## config.mk

```make
export PLATFORM = sky130hd
export DESIGN_NAME = insn_len_decoder
export DESIGN_NICKNAME = d
export VERILOG_FILES = /design/src/rtl/ild_pkg.sv /design/src/rtl/ild_classify.sv /design/src/rtl/ild_len_calc.sv /design/src/rtl/ild_collect.sv /design/src/rtl/insn_len_decoder.sv
export SDC_FILE = /design/constraint.sdc
export NUM_CORES = 1
export LEC_CHECK = 0
export CAP_MARGIN = 20
export CORE_MARGIN = 3
export CORE_UTILIZATION = 35
export CTS_BUF_LIST = sky130_fd_sc_hd__clkbuf_2 sky130_fd_sc_hd__clkbuf_4 sky130_fd_sc_hd__clkbuf_8
export CTS_CLUSTER_SIZE = 25
export DETAILED_ROUTE_END_ITERATION = 8
export PLACE_DENSITY = 0.71
export SLEW_MARGIN = 20
export SYNTH_ARGS = -nofsm -noshare
export SYNTH_HDL_FRONTEND = slang
export SYNTH_SLANG_ARGS = --single-unit
export TNS_END_PERCENT = 10
```

## constraint.sdc

```tcl
create_clock -name clk -period 2.35 [get_ports clk]
set_input_delay 0.235 -clock clk [delete_from_list [all_inputs] [get_ports clk]]
set_output_delay 0.235 -clock clk [all_outputs]
set_load 0.1 [all_outputs]
```

## src/rtl/ild_pkg.sv

```systemverilog
package ild_pkg;
  typedef enum logic [2:0] {
    CLS_IMPLIED,
    CLS_DP,
    CLS_ABS,
    CLS_REL,
    CLS_ACC_IMM,
    CLS_IDX_IMM,
    CLS_STAT_IMM,
    CLS_PREFIX
  } op_class_e;
endpackage

```

## src/rtl/ild_classify.sv

```systemverilog
module ild_classify
  import ild_pkg::*;
#(
  parameter logic [7:0] PREFIX_CODE = 8'hF3
) (
  input  logic [7:0] opcode,
  output op_class_e  cls
);
  logic [3:0] lo;
  assign lo = opcode[3:0];

  always_comb begin
    if (opcode == PREFIX_CODE)
      cls = CLS_PREFIX;
    else if (opcode == 8'h22 || opcode == 8'h80 || (lo == 4'h0 && opcode[4]))
      cls = CLS_REL;
    else if (opcode == 8'hC2 || opcode == 8'hE2)
      cls = CLS_STAT_IMM;
    else if (opcode == 8'hA0 || opcode == 8'hA2 || opcode == 8'hC0 || opcode == 8'hE0)
      cls = CLS_IDX_IMM;
    else if (opcode == 8'h20)
      cls = CLS_ABS;
    else if (lo == 4'h9)
      cls = opcode[4] ? CLS_ABS : CLS_ACC_IMM;
    else if (lo >= 4'hC)
      cls = CLS_ABS;
    else if (lo == 4'h1 || lo == 4'h3 || lo == 4'h4 || lo == 4'h5 || lo == 4'h6 || lo == 4'h7)
      cls = CLS_DP;
    else
      cls = CLS_IMPLIED;
  end
endmodule

```

## src/rtl/ild_len_calc.sv

```systemverilog
module ild_len_calc
  import ild_pkg::*;
#(
  parameter int MAX_BYTES  = 4,
  parameter int ADDR_BYTES = 3,
  localparam int CNT_W     = $clog2(MAX_BYTES + 1)
) (
  input  op_class_e        cls,
  input  logic [1:0]       acc_mode,
  input  logic [1:0]       idx_mode,
  input  logic             rel_long,
  input  logic             force_long,
  output logic [CNT_W-1:0] nbytes
);
  localparam logic [CNT_W-1:0] ADDR_N = CNT_W'(ADDR_BYTES);
  localparam logic [CNT_W-1:0] MAX_N  = CNT_W'(MAX_BYTES);

  logic [CNT_W-1:0] acc_n;
  logic [CNT_W-1:0] idx_n;

  always_comb begin
    acc_n = force_long ? MAX_N : CNT_W'(acc_mode) + CNT_W'(1);
    unique case (idx_mode)
      2'd0:    idx_n = CNT_W'(1);
      2'd1:    idx_n = CNT_W'(2);
      default: idx_n = ADDR_N;
    endcase
  end

  always_comb begin
    unique case (cls)
      CLS_DP:       nbytes = CNT_W'(1);
      CLS_ABS:      nbytes = ADDR_N;
      CLS_STAT_IMM: nbytes = ADDR_N;
      CLS_REL:      nbytes = rel_long ? ADDR_N : CNT_W'(1);
      CLS_ACC_IMM:  nbytes = acc_n;
      CLS_IDX_IMM:  nbytes = idx_n;
      default:      nbytes = '0;
    endcase
  end
endmodule

```

## src/rtl/ild_collect.sv

```systemverilog
module ild_collect #(
  parameter int MAX_BYTES = 4,
  localparam int CNT_W    = $clog2(MAX_BYTES + 1),
  localparam int LEN_W    = $clog2(MAX_BYTES + 2),
  localparam int IDX_W    = (MAX_BYTES > 1) ? $clog2(MAX_BYTES) : 1,
  localparam int OPND_W   = 8 * MAX_BYTES
) (
  input  logic              clk,
  input  logic              rst_n,
  input  logic              in_valid,
  input  logic [7:0]        in_data,
  output logic              in_ready,
  input  logic              is_prefix,
  input  logic [CNT_W-1:0]  need,
  output logic              pfx_pending,
  output logic              out_valid,
  input  logic              out_ready,
  output logic [7:0]        out_opcode,
  output logic [OPND_W-1:0] out_operand,
  output logic [LEN_W-1:0]  out_len,
  output logic              out_prefixed
);
  logic             busy;
  logic [CNT_W-1:0] rem;
  logic [IDX_W-1:0] idx;
  logic             accept;

  assign in_ready = !out_valid;
  assign accept   = in_valid && in_ready;

  always_ff @(posedge clk or negedge rst_n) begin
    if (!rst_n) begin
      busy         <= 1'b0;
      rem          <= '0;
      idx          <= '0;
      pfx_pending  <= 1'b0;
      out_valid    <= 1'b0;
      out_opcode   <= '0;
      out_operand  <= '0;
      out_len      <= '0;
      out_prefixed <= 1'b0;
    end else begin
      if (out_valid && out_ready)
        out_valid <= 1'b0;
      if (accept) begin
        if (!busy) begin
          if (is_prefix) begin
            pfx_pending <= 1'b1;
          end else begin
            out_opcode   <= in_data;
            out_operand  <= '0;
            out_len      <= LEN_W'(need) + LEN_W'(1);
            out_prefixed <= pfx_pending;
            pfx_pending  <= 1'b0;
            if (need == '0) begin
              out_valid <= 1'b1;
            end else begin
              busy <= 1'b1;
              rem  <= need;
              idx  <= '0;
            end
          end
        end else begin
          out_operand[8*idx +: 8] <= in_data;
          idx <= idx + IDX_W'(1);
          rem <= rem - CNT_W'(1);
          if (rem == CNT_W'(1)) begin
            busy      <= 1'b0;
            out_valid <= 1'b1;
          end
        end
      end
    end
  end
endmodule

```

## src/rtl/insn_len_decoder.sv

```systemverilog
module insn_len_decoder
  import ild_pkg::*;
#(
  parameter int         OPND_W      = 32,
  parameter int         ADDR_BYTES  = 3,
  parameter logic [7:0] PREFIX_CODE = 8'hF3,
  localparam int        MAX_BYTES   = OPND_W / 8,
  localparam int        CNT_W       = $clog2(MAX_BYTES + 1),
  localparam int        LEN_W       = $clog2(MAX_BYTES + 2)
) (
  input  logic              clk,
  input  logic              rst_n,
  input  logic [1:0]        acc_mode,
  input  logic [1:0]        idx_mode,
  input  logic              rel_long,
  input  logic              in_valid,
  input  logic [7:0]        in_data,
  output logic              in_ready,
  output logic              out_valid,
  input  logic              out_ready,
  output logic [7:0]        out_opcode,
  output logic [OPND_W-1:0] out_operand,
  output logic [LEN_W-1:0]  out_len,
  output logic              out_prefixed
);
  op_class_e        cls;
  logic [CNT_W-1:0] need;
  logic             pfx_pending;

  ild_classify #(.PREFIX_CODE(PREFIX_CODE)) u_classify (
    .opcode (in_data),
    .cls    (cls)
  );

  ild_len_calc #(.MAX_BYTES(MAX_BYTES), .ADDR_BYTES(ADDR_BYTES)) u_len (
    .cls        (cls),
    .acc_mode   (acc_mode),
    .idx_mode   (idx_mode),
    .rel_long   (rel_long),
    .force_long (pfx_pending),
    .nbytes     (need)
  );

  ild_collect #(.MAX_BYTES(MAX_BYTES)) u_collect (
    .clk          (clk),
    .rst_n        (rst_n),
    .in_valid     (in_valid),
    .in_data      (in_data),
    .in_ready     (in_ready),
    .is_prefix    (cls == CLS_PREFIX),
    .need         (need),
    .pfx_pending  (pfx_pending),
    .out_valid    (out_valid),
    .out_ready    (out_ready),
    .out_opcode   (out_opcode),
    .out_operand  (out_operand),
    .out_len      (out_len),
    .out_prefixed (out_prefixed)
  );
endmodule

```

### Word level (Yosys, flattened, before mapping)

Cells that the tools add are included.
W data, S select, Z words.

| operators by class | value |
|---|---|
| add/subtract/negate cells | 5 |
| magnitude comparators | 1 |
| equal/unequal tests | 28 |
| shifts and indexed selects | 2 |
| mux-type cells | 33 |
| bitwise logic cells | 2 |
| reduce and logical (&&, ||, !) cells | 23 |

Operator list:

| kind | count |
|---|---|
| $eq A8 B8 Y1 const B | 8 |
| $mux W32 | 2 |
| $mux W3 | 12 |
| $neg A5 Y34 | 1 |
| $shift A8 B34 Y32 const A | 1 |
| $shiftx A8 B34 Y32 | 1 |
| $bwmux W32 | 1 |
| $eq A4 B3 Y1 const B | 4 |
| $eq A8 B6 Y1 const B | 2 |
| $pmux W3 S5 | 1 |
| $eq A3 B3 Y1 const B | 4 |
| $mux W1 | 12 |
| $logic_or A1 B1 Y1 | 11 |
| $mux W2 | 4 |
| $eq A3 B1 Y1 const B | 2 |
| $eq A3 B2 Y1 const B | 2 |
| $reduce_and A3 Y1 | 2 |
| $eq A4 B1 Y1 const B | 1 |
| $eq A4 B2 Y1 const B | 1 |
| $eq A4 B4 Y1 const B | 1 |
| $ge A4 B4 Y1 const B | 1 |
| $logic_not A4 Y1 | 1 |
| $pmux W2 S2 | 1 |
| $reduce_and A2 Y1 | 2 |
| 13 further kinds | 16 |

| storage, ports and cells | value |
|---|---|
| register bits | 52 |
| input port bits | 17 |
| word-level logic and storage cells | 103 |

### Longest topological paths before layout

Gate-level depths: netlist of the first run.

| logic depth | value |
|---|---|
| depth in word-level cells | 22 |
| depth in mapped cells | 14 |
| depth with buffers taken out | 13 |

### Modules after synthesis

From an unflattened synthesis of the first run, not the netlist that was laid out.

| second synthesis, totals | value |
|---|---|
| cell total of the unflattened synthesis | 247 |
| area, all modules | 2,542.4 µm² |

By module, submodules not included:

| module | times used | cells an instance | area an instance (µm²) |
|---|---|---|---|
| ild_collect | 1 | 211 | 2,293.4 |
| ild_classify | 1 | 20 | 148.9 |
| ild_len_calc | 1 | 15 | 93.8 |
| insn_len_decoder | 1 | 1 | 6.3 |

### Least setup slack after synthesis of the first run

Ideal clock, no wire load.

| timing path | value |
|---|---|
| kind | input to register |
| from | in in_data[6] |
| to | reg u_collect.rem[2] |
| arrival time | 2.440 ns |
| required time | 2.222 ns |
| path slack | -0.218 ns |
| stages on the path | 13 |
| path through | buf_6 > nand4bb_1 > a31oi_4 > o41ai_2 > and2_1 > a311oi_2 > ha_1 > inv_1 > a41o_1 > o21ai_0 > nor3_1 > a21oi_1 > nand3_1 |

| between the ends | value |
|---|---|
| word-level cells in the longest chain between the ends | 14 |

Ends and longest elaborated chain:

| element | RTL line | text |
|---|---|---|
| start: declaration | insn_len_decoder.sv:17 | `input logic [7:0] in_data,` |
| $eq A8 B8 Y1 | ild_classify.sv:19 | `else if (opcode == 8'hA0 \|\| opcode == 8'hA2 \|\| opcode == 8'hC0 \|\| opcode == 8'hE0)` |
| $logic_or A1 B1 Y1 (3 in series) | ild_classify.sv:19 |  |
| $mux W3 | ild_classify.sv:19 |  |
| $mux W3 | ild_classify.sv:17 | `else if (opcode == 8'hC2 \|\| opcode == 8'hE2)` |
| $mux W3 | ild_classify.sv:15 | `else if (opcode == 8'h22 \|\| opcode == 8'h80 \|\| (lo == 4'h0 && opcode[4]))` |
| $mux W3 * | ild_classify.sv:13 | `if (opcode == PREFIX_CODE)` |
| $eq A3 B2 Y1 or $eq A3 B3 Y1 (tied branches) | ild_len_calc.sv:31 | `unique case (cls)` |
| $reduce_or A2 Y1 (no line) | n/a |  |
| $pmux W3 S5 | ild_len_calc.sv:31 |  |
| $logic_not A3 Y1 or $mux W3 (tied branches) | ild_collect.sv:55 | `if (need == '0) begin` |
| $ne A2 B1 Y1 (no line) or $mux W3 (tied branches) | n/a |  |
| $reduce_and A3 Y1 (no line) or $mux W3 (tied branches) | n/a |  |
| end signal: assignment | ild_collect.sv:59 | `rem <= need;` |
| end signal: assignment | ild_collect.sv:66 | `rem <= rem - CNT_W'(1);` |
| end: declaration | ild_collect.sv:24 | `logic [CNT_W-1:0] rem;` |

Every way passes the cells marked *; elsewhere a longest branch is shown, timed or not. The select of a mux whose other input is x is not followed.
A chain may end at the register's enable or synchronous reset.

### Worst setup path in the final report of the first run

| timing path | value |
|---|---|
| from | in in_data[3] |
| to | reg u_collect.idx[0] |

| between the ends | value |
|---|---|
| word-level cells in the longest chain between the ends | 20 |

Ends and longest elaborated chain:

| element | RTL line | text |
|---|---|---|
| $eq A4 B1 Y1 or $eq A4 B2 Y1 (tied branches) | ild_classify.sv:27 | `else if (lo == 4'h1 \|\| lo == 4'h3 \|\| lo == 4'h4 \|\| lo == 4'h5 \|\| lo == 4'h6 \|\| lo == 4'h7)` |
| $logic_or A1 B1 Y1 (5 in series) | ild_classify.sv:27 |  |
| $mux W1 | ild_classify.sv:27 |  |
| $mux W3 | ild_classify.sv:25 | `else if (lo >= 4'hC)` |
| $mux W3 | ild_classify.sv:23 | `else if (lo == 4'h9)` |
| $mux W3 | ild_classify.sv:21 | `else if (opcode == 8'h20)` |
| $mux W3 | ild_classify.sv:19 |  |
| $mux W3 | ild_classify.sv:17 |  |
| $mux W3 | ild_classify.sv:15 |  |
| $mux W3 * | ild_classify.sv:13 |  |
| $eq A3 B2 Y1 or $eq A3 B3 Y1 (tied branches) | ild_len_calc.sv:31 |  |
| $reduce_or A2 Y1 (no line) | n/a |  |
| $pmux W3 S5 | ild_len_calc.sv:31 |  |
| $logic_not A3 Y1 | ild_collect.sv:55 |  |
| $ne A2 B1 Y1 (no line) | n/a |  |
| $reduce_and A3 Y1 (no line) * | n/a |  |
| end signal: assignment | ild_collect.sv:65 | `idx <= idx + IDX_W'(1);` |
| end: declaration | ild_collect.sv:25 | `logic [IDX_W-1:0] idx;` |

Every way passes the cells marked *; elsewhere a longest branch is shown, timed or not.

==> run metrics, run 1 <==
Max Slew Vio Count=0; Peak supply drop=0.000832 V; Cell Area, Synth=0.00266 sq mm; Lkg Pwr=1.74 nW; drt initial violations=120; Synth cell types=53; vias in the first global route=2296; total number of vias=2300; layout cells sized above 1=0.371; tightest slew margin relative to the limit=0.407; die width=93.2 microns; Setup Viol. Count Final=0; # IOs=63; Final Power=4.90 mW; n_diodes=0; placed inst area=0.00346 sq mm; final cell count without fillers=479; root buffer cell=clkbuf_8; I/O Buffers=62; DRC Markers=0; CP Capture Type=flip-flop; NetSw=2.66 mW; Final Cycle Share=0.967; Core Box Area=0.00733 sq mm; global placement routability congestion=0.844; area grow syn2layout=39.4%; largest net degree at the start of global routing=30; via-per-instance ratio=4.80; # H-tree levels=2; internal power=2.23 mW; switching power share of the total=0.544; Crit path required time=2.57 ns; WS Path Type=in2reg; antenna violations before repair=0; Syn. warnings=0; total grt overflow=0; Power Density=1320 mW/mm^2; critical path arrival=2.50 ns; DP Cell Count=462; Synth Net Count=307; worst-skew pair later-pin latency=0.30 ns; CP max stage delay=0.26 ns; Worst Hold Class=in2reg; Num Clock Sinks=52; clock slew at reported path FFs=0.09 ns; die area=0.00868 sq mm; Post-Syn Area per Cell=9.47 sq um; Nets=406; Die H=93.2 microns; TritonCTS clock tree=done; post-layout utilization of the core=0.506; worst path cell trace=buf_2 > buf_4 > and2_1 > a31oi_1 > nand4_1 > and2_1 > a311oi_2 > ha_2 > inv_1 > a41o_1 > o21ai_2 > buf_4 > nand2_1 > o21ai_1; Mapped Cells=281; Num CTS Buffers=5; # Max-Cap Violations=0; slew at the pin closest to its max-slew limit=0.883 ns; Rows=31; Initial Util=0.363; clock network fraction of total power=0.144; fill cell count=665; CP max-delay cell=a311oi_2; skew final=0.00296 ns; GR Util All Layers=0.159; global-route wire length before repair=11100 microns; share of power burned in registers=0.274; Max Root-Sink Buffers=2; FF+latch count, synth=52; Post-Route WL=6760 microns; Worst Path Max Fanout=5; endpoints failing hold=0; logic gate share of total power=0.581; DR WL/cell=14.1 microns; Peak Freq=440 MHz; Min Clock Period, post-route=2.27 ns; remaining antenna violation count=0; cell area after layout=0.00371 sq mm; post-synthesis sequential area ratio=0.489; DR pass1 iterations=4; Startpoint Class=input pin; status=completed; Detail Placement HPWL=4990 microns
[worst paths after layout]
path / slack, ns / cells after the start / from / to
max: 0.08 / 14 / in_data[3] / u_collect.idx[0]
min: 0.37 / 3 / in_data[4] / u_collect.out_opcode[4]
max reg2reg: 0.35 / 3 / u_collect.busy / u_collect.out_operand[16]
min reg2reg: 0.49 / 2 / u_collect.out_operand[23] / u_collect.out_operand[23]
max in group asynchronous: 1.34 / 3 / rst_n / u_collect.out_opcode[3]
min in group asynchronous: 0.46 / 2 / rst_n / u_collect.out_operand[30]
[per-layer routing]
layer / global-route usage / part of all wire
met3: 0.0265 / 0.045
met2: 0.275 / 0.51
met5: 0 / 0
met1: 0.210 / 0.44
met4: 0.0317 / 0.0071
[timing repair]
action	CTS	global route
buffers inserted	5	3
hold endpoints to repair	23	0
endpoints found under the setup margin	8	7
gates cloned	1	0
hold buffers	1	0
pin swaps	7	7
resized for setup	23	25
[power groups by stage]
stage / sequential [mW] / combinational, mW / clock [mW]
CTS: 1.34 / 2.85 / 0.723
finish: 1.34 / 2.85 / 0.707
floorplan: 2.81 / 0.728 / 0
global placement: 1.35 / 2.80 / 0
global route: 1.38 / 3.01 / 0.754
detailed placement: 1.36 / 2.83 / 0
[state kept, by name, summed over array words and instances, names as in the netlist]
register,count
u_collect.out_len,3
u_collect.pfx_pending,1
u_collect.out_prefixed,1
u_collect.out_valid,1
u_collect.busy,1
u_collect.out_opcode,8
u_collect.idx,2
u_collect.rem,3
u_collect.out_operand,32
[cells by family (layout without fill, tap and decap cells)]
logic type | count (synthesis) | after routing | share of synthesized area
compound gates | 64 | 64 | 0.151
xor+xnor | 1 | 1 | 0.00329
simple gates | 115 | 115 | 0.213
flops | 52 | 52 | 0.489
buf+inv | 32 | 131 | 0.0682
mux | 8 | 8 | 0.0339
fa+ha+maj | 9 | 9 | 0.0423
[metrics by stage]
| step | worst slack [ns] | hold WS (ns) | setup TNS, ns |
|---|---|---|---|
| after CTS | 0.00327 | 0.448 | 0 |
| final | 0.0766 | 0.367 | 0 |
| after floorplan | 0.00932 | -0.0606 | 0 |
| after global placement | -0.582 | 0.266 | -4.13 |
| after global routing | -0.0233 | 0.376 | -0.0455 |
| after detailed placement | -0.641 | 0.275 | -4.49 |
[Yosys cell counts, drive strengths merged]
cell type,n,area share
a211oi,1,0.0028
a21oi,4,0.0089
a221o,1,0.0038
a222oi,1,0.0038
a22o,1,0.0033
a311oi,1,0.0056
a31oi,3,0.013
a41o,1,0.0038
and2,3,0.0071
and3,2,0.0066
and4,2,0.0066
and4b,2,0.0089
and4bb,1,0.0047
buf,15,0.044
clkbuf,4,0.0056
clkinv,1,0.0014
dfrtp,52,0.49
ha,9,0.042
inv,12,0.017
mux2,8,0.034
nand2,73,0.10
nand2b,2,0.0047
nand3,2,0.0038
nand3b,2,0.0056
nand4,1,0.0024
nand4b,1,0.0033
nand4bb,1,0.0042
nor2,9,0.014
nor2b,4,0.012
nor3,4,0.0075
nor3b,2,0.0056
nor4,1,0.0024
nor4b,1,0.0056
o211ai,1,0.0028
o21ai,45,0.085
o21bai,1,0.0028
o22ai,1,0.0024
o31a,1,0.0033
o32a,1,0.0038
o41ai,1,0.0061
or2,2,0.0047
xor2,1,0.0033
[cell usage in the layout (no fill, tap or decap), drive strengths merged, types with 2 or more instances in the layout]
cell type / synthesis / routed
nand3: 2 / 2
and4b: 2 / 2
nor3: 4 / 4
nand2b: 2 / 2
nand3b: 2 / 2
and3: 2 / 2
inv: 12 / 12
bufinv: 0 / 2
and2: 3 / 3
a21oi: 4 / 4
or2: 2 / 2
ha: 9 / 9
buf: 15 / 98
nor2b: 4 / 4
dfrtp: 52 / 52
clkdlybuf4s50: 0 / 7
nand2: 73 / 73
a31oi: 3 / 3
and4: 2 / 2
nor2: 9 / 9
o21ai: 45 / 45
nor3b: 2 / 2
mux2: 8 / 8
clkbuf: 4 / 10
[critical path: cells and delay by family]
kind / cells / cell delay (ns)
buffers and inverters: 4 / 0.48
AO/OA/AOI/OAI: 5 / 0.90
AND/OR/NAND/NOR: 4 / 0.63
adder cells (fa/ha/maj): 1 / 0.24
[area by class of cell]
cell class                 count  area, sq um  share of cell area
clock inverter                 2         60.1              0.0162
timing repair buffer         111          850               0.229
inverter                      13         48.8              0.0132
sequential                    52         1300               0.351
tap                           99          124              0.0334
multi-input combinational    197         1260               0.339
clock buffer                   5         68.8              0.0186
No activity file was read; power rests on OpenSTA's default activity.
==> run 2, diff against run 1 <==
ABC_AREA = 1   (was not set)
PLACE_DENSITY = not set   (was 0.71)
==> run 2 against run 1 <==
- register-to-register slack gained 0.08 ns
- critical endpoint is now u_collect.out_valid
- cell count grew 6.7%
- die area increased by 1.8%
- global-route usage is 0.33 points higher
- critical path type unchanged
- largest cell class unchanged
- synthesized cell count rose by 17%
- largest power group unchanged
- clock power decreased by 8.6%
==> run metrics, run 2 <==
Synth area leader=dfrtp_1; DR WL/cell=13.2 microns; FF+latch count, synth=52; Post-Syn Area per Cell=8.22 sq um; Synth Net Count=356; vias in the first global route=2326; Num CTS Buffers=5; skew final=0.00532 ns; ys async rst share=1.00; CP max stage delay=0.59 ns; worst path cell trace=clkdlybuf4s50_1 > nand2_1 > inv_2 > nand2_2 > nand2_1 > nand2_1 > o21ai_0 > inv_1 > nand2_1 > inv_1 > ha_1 > inv_1 > nor2_2 > nand2_2 > inv_1 > o21ai_0 > o21ai_0; RSZ-0062 raised after global routing=false; # IOs=63; # Max-Cap Violations=0; Mapped Cells=330; root buffer cell=clkbuf_8; EDFF count, synth=0; Num Clock Sinks=52; I/O Buffers=62; cell with the most instances after synthesis=nand2_1; number of flip-flops under the largest register name=32; Initial Util=0.368; TritonCTS clock tree=done; global route hottest layer=met2; total number of vias=2416; Final Cycle Share=0.895; # H-tree levels=2; postcts setup bufs=0; cell area after layout=0.00360 sq mm; remaining antenna violation count=0; Peak Freq=475 MHz; Detail Placement HPWL=5090 microns; Synth cell types=31; Largest regs=u_collect.out_operand: 32 flops, u_collect.out_opcode: 8 flops; placed inst area=0.00345 sq mm; GR Util met3=0.0313; largest net degree at the start of global routing=28; setup TNS=0 ns; Worst Hold Class=in2reg; setup slack after layout=0.247 ns; top cell type's share of synthesized area=0.480; Power Density=1280 mW/mm^2; Min Clock Period, post-route=2.10 ns; via-per-instance ratio=4.73; n_diodes=0; Max Root-Sink Buffers=2; Peak supply drop=0.000687 V; critical path arrival=2.29 ns; Setup Viol. Count Final=0; Core Box Area=0.00737 sq mm; area grow syn2layout=32.9%; DR pass1 iterations=5; DRC Markers=0; Setup Slack @ Placement=-0.126 ns; largest cells by area after synthesis=dfrtp_1, nand2_1, o21ai_0; CP Capture Type=flip-flop; endpoints failing hold=0; global-route wire length before repair=11200 microns; commonest non-fill, non-tap cell in the layout=buf_4; status=completed; die width=94.0 microns; worst-skew pair later-pin latency=0.30 ns; GR Util All Layers=0.162; Main synth FF type=dfrtp_1; Nets=437; post-synthesis sequential area ratio=0.480; Worst Path Max Fanout=3; antenna violations before repair=0; Post-Route WL=6760 microns; layout cells sized above 1=0.262; die area=0.00884 sq mm; total grt overflow=0; CP max-delay cell=clkdlybuf4s50_1; met2 GRT Util=0.254; Lkg Pwr=1.91 nW; Cell Area, Synth=0.00271 sq mm; global placement routability congestion=0.832; Synth top cells by count=nand2_1, dfrtp_1, inv_1, o21ai_0, nand3_1; fill cell count=736; drt initial violations=134; met1 GRT Util=0.224; most flop-heavy register=u_collect.out_operand; WS Path Type=in2reg; Max Slew Vio Count=0; slew at the pin closest to its max-slew limit=0.746 ns; Die H=94.0 microns; tightest slew margin relative to the limit=0.499; Crit path required time=2.53 ns; clock slew at reported path FFs=0.10 ns; Syn. warnings=0; Rows=31; most frequent cells in the layout=buf_4, nand2_1, dfrtp_1, inv_1, o21ai_0; Startpoint Class=input pin
-- run 2: changes by cell type after synthesis, sizes merged, moves of 4 or more --
cell and change:
inv +39, mux2 -7, nand2 -6, nand3 +23, nand4 +15, nor2 +15
nor2b -4, o21ai +8
-- run 2: cell families (layout without fill, tap and decap cells) --
kind of cell             Yosys count  count (layout)  share of synthesized area
AND/OR/NAND/NOR                  139             140                      0.243
buffers and inverters             66             147                      0.104
AO/OA/AOI/OAI                     61              61                      0.121
flip-flops                        52              52                      0.480
adder cells (fa/ha/maj)            9               9                     0.0415
XOR/XNOR                           2               2                    0.00646
multiplexers                       1               1                    0.00415
-- run 2: path summary, 6_finish.rpt --
check,depth (start not counted),slack (ns),end,start
max,17,0.25,u_collect.out_valid,in_data[5]
min,3,0.34,u_collect.out_opcode[6],in_data[6]
max reg2reg,6,0.43,u_collect.out_operand[16],u_collect.busy
min reg2reg,2,0.48,u_collect.rem[1],u_collect.rem[1]
max in group asynchronous,3,1.31,u_collect.out_opcode[3],rst_n
min in group asynchronous,2,0.48,u_collect.out_operand[15],rst_n
-- run 2: cell type report --
type,instances,area (sq um),share of cell area
multi-input combinational,213,1140,0.316
timing repair buffer,88,721,0.200
sequential,52,1300,0.361
clock inverter,2,38.8,0.0108
clock buffer,6,82.6,0.0229
inverter,51,195,0.0542
tap,99,124,0.0344
-- run 2: per-layer routing --
layer / vias to the layer above / part of all wire
met3: 4 / 0.053
li1: 1231 / -
met2: 63 / 0.47
met4: 0 / 0.012
met1: 1118 / 0.47
met5: - / 0
-- run 2: critical path, delay by kind of cell --
kind / cells / cell delay (ns)
AO/OA/AOI/OAI: 3 / 0.42
adder cells (fa/ha/maj): 1 / 0.18
buffers and inverters: 6 / 0.88
AND/OR/NAND/NOR: 7 / 0.58
-- run 2: where the power goes --
part           switching [mW]  internal [mW]  total (mW)
logic                    2.09          0.585        2.68
clock network           0.297          0.349       0.646
registers               0.173           1.13        1.30
-- run 2: metrics by stage --
stage	utilization	hold slack, ns	power (mW)	instances
2_1_floorplan	-	-0.0606	3.40	330
3_3_place_gp	0.468	0.287	3.98	501
3_5_place_dp	0.468	0.290	4.00	501
4_1_cts	0.486	0.464	4.66	510
5_1_grt	0.489	0.396	4.91	511
6_report	0.489	0.337	4.63	511
-- run 2: what timing repair did --
item / 4_1_cts / 5_1_grt
endpoints found under the hold margin: 25 / 0
setup endpoints to repair: 0 / 7
hold buffers: 1 / 0
resized for setup: 0 / 6
==> run 3, diff against run 2 <==
CELL_PAD_IN_SITES_DETAIL_PLACEMENT = 1   (was not set)
CELL_PAD_IN_SITES_GLOBAL_PLACEMENT = 1   (was not set)
GPL_TIMING_DRIVEN = 0   (was not set)
PLACE_DENSITY_LB_ADDON = 0.1   (was not set)
TNS_END_PERCENT = not set   (was 10)
==> run 3 against run 2 <==
- power rose by 2.5%
- flip-flop and latch count unchanged
- clock power decreased by 0.6%
- largest cell class unchanged
- first-iteration DRC count fell by 15%
- cell count decreased by 3.1%
- critical path depth is 15 lower
- highest routed layer unchanged
- clock skew rose by 0.0044 ns
- via count is 1.2% higher
==> run metrics, run 3 (synthesis gave the netlist of run 2 again) <==
status=completed; Max Root-Sink Buffers=2; internal power=2.09 mW; setup slack after layout=0.176 ns; Max Slew Vio Count=0; Min Clock Period, post-route=2.17 ns; flop2flop setup slack=0.29 ns; clock slew at reported path FFs=0.11 ns; share of power burned in registers=0.267; via-per-instance ratio=4.94; Core Box Area=0.00737 sq mm; reg2reg end=u_collect.out_operand[21]; commonest non-fill, non-tap cell in the layout=nand2_1; DP Cell Count=486; drt initial violations=114; logic gate share of total power=0.597; GR Util All Layers=0.177; DR WL/cell=15.0 microns; clock network fraction of total power=0.135; worst-skew pair later-pin latency=0.31 ns; footprint of the multi-input gates=0.00115 sq mm; NetSw=2.65 mW; I/O Buffers=57; Startpoint Class=flip-flop; Peak supply drop=0.000715 V; worst setup path startpoint=u_collect.out_valid; root buffer cell=clkbuf_8; switching power share of the total=0.559; Setup Viol. Count Final=0; # IOs=63; CP Capture Type=output port; die area=0.00884 sq mm; Worst Reg-to-Reg Cells=7; DRC Markers=0; post-layout utilization of the core=0.481; total number of vias=2446; Num CTS Buffers=5; Rows=31; antenna violations before repair=0; number of flip-flops under the largest register name=32; setup TNS=0 ns; RSZ-0062 raised after global routing=false; TritonCTS clock tree=done; CP max-delay cell=clkdlybuf4s50_1; Num Clock Sinks=52; total grt overflow=0; Crit path required time=2.12 ns; tightest slew margin relative to the limit=0.346; remaining antenna violation count=0; Setup Slack @ Placement=-0.496 ns; Die H=94.0 microns; global-route wire length before repair=12500 microns; Initial Util=0.368; endpoints failing hold=0; most flop-heavy register=u_collect.out_operand; largest net degree at the start of global routing=53; postcts setup bufs=0; die width=94.0 microns; worst path cell trace=clkinvlp_4 > clkdlybuf4s50_1; Lkg Pwr=1.71 nW; WS Path Type=reg2out; Worst Path Max Fanout=3; critical path arrival=1.94 ns; n_diodes=0; slew at the pin closest to its max-slew limit=0.978 ns; Final Power=4.74 mW; Register Area=0.00130 sq mm; Detail Placement HPWL=5360 microns; critical path endpoint=in_ready; skew final=0.00969 ns; area grow syn2layout=30.7%; Reg2Reg Launch Point=u_collect.idx[0]; CP max stage delay=1.12 ns; final cell count without fillers=495; Largest regs=u_collect.out_operand: 32 flops, u_collect.out_opcode: 8 flops; layout cells sized above 1=0.124; # Max-Cap Violations=0; Peak Freq=460 MHz; Power Density=1340 mW/mm^2; vias in the first global route=2536; Post-Route WL=7440 microns; Hold Path Origin=in_data[0]; DR pass1 iterations=4; Worst Hold Class=in2reg; most frequent cells in the layout=nand2_1, clkdlybuf4s50_1, dfrtp_1, inv_1, o21ai_0; global placement routability congestion=0.768; # H-tree levels=2; Nets=421; Final Cycle Share=0.925; fill cell count=887
run 3: cell types whose count changed in the layout (fill, tap and decap cells not counted), moves of 2 or more:
cell             before  now
nor4_4                0    2
buf_2                 1    5
dlymetal6s2s_1        4    1
nand2_2               4    2
buf_1                 0    2
clkdlybuf4s50_1      11   53
buf_4                70    6
nor4_2                2    0
clkbuf_2              0    4
run 3: critical path: cells and delay by family, from the launching register on:
family / cells / cell delay (ns)
buffers and inverters: 2 / 1.20
flip-flops: 1 / 0.43
run 3: worst min path at each step:
stage,slack [ns],to,cells past startpoint
finish,0.26,u_collect.out_operand[8],3
global route,0.27,u_collect.out_operand[7],3
CTS,0.26,u_collect.out_operand[8],3
detailed placement,0.32,u_collect.out_operand[18],1
global placement,0.47,u_collect.rem[1],2
floorplan,-0.06,u_collect.busy,0
run 3: layout make-up:
| cell class | instances | area share |
|---|---|---|
| multi-input combinational | 212 | 0.323 |
| clock inverter | 3 | 0.0131 |
| tap | 99 | 0.0349 |
| buffer | 15 | 0.0258 |
| timing repair buffer | 58 | 0.161 |
| clock buffer | 5 | 0.0194 |
| sequential | 52 | 0.367 |
| inverter | 51 | 0.0551 |
run 3: power by group through the flow:
stage	sequential [mW]	clock, mW	combinational, mW
after floorplan	2.53	0	0.871
after global placement	1.28	0	2.78
after detailed placement	1.29	0	2.82
after CTS	1.27	0.661	2.86
after global routing	1.31	0.701	3.02
final	1.27	0.642	2.83
run 3: metal layers:
layer / global-route usage / routed length, microns / vias to the layer above
li1: - / - / 1199
met1: 0.242 / 3540 / 1184
met2: 0.288 / 3520 / 53
met3: 0.0264 / 264 / 10
met4: 0.0590 / 118 / 0
met5: 0 / 0 / -
run 3: repair_timing:
item,in CTS,in global routing
resized for setup,4,7
pin swaps,0,0
endpoints found under the setup margin,16,38
hold endpoints to repair,52,0
hold buffers,1,0
run 3: through the flow:
| step | cell area (sq um) | hold WS, ns |
|---|---|---|
| floorplan | 2720 | -0.0606 |
| global placement | 3410 | 0.467 |
| detailed placement | 3410 | 0.323 |
| CTS | 3550 | 0.261 |
| global route | 3540 | 0.268 |
| finish | 3540 | 0.262 |
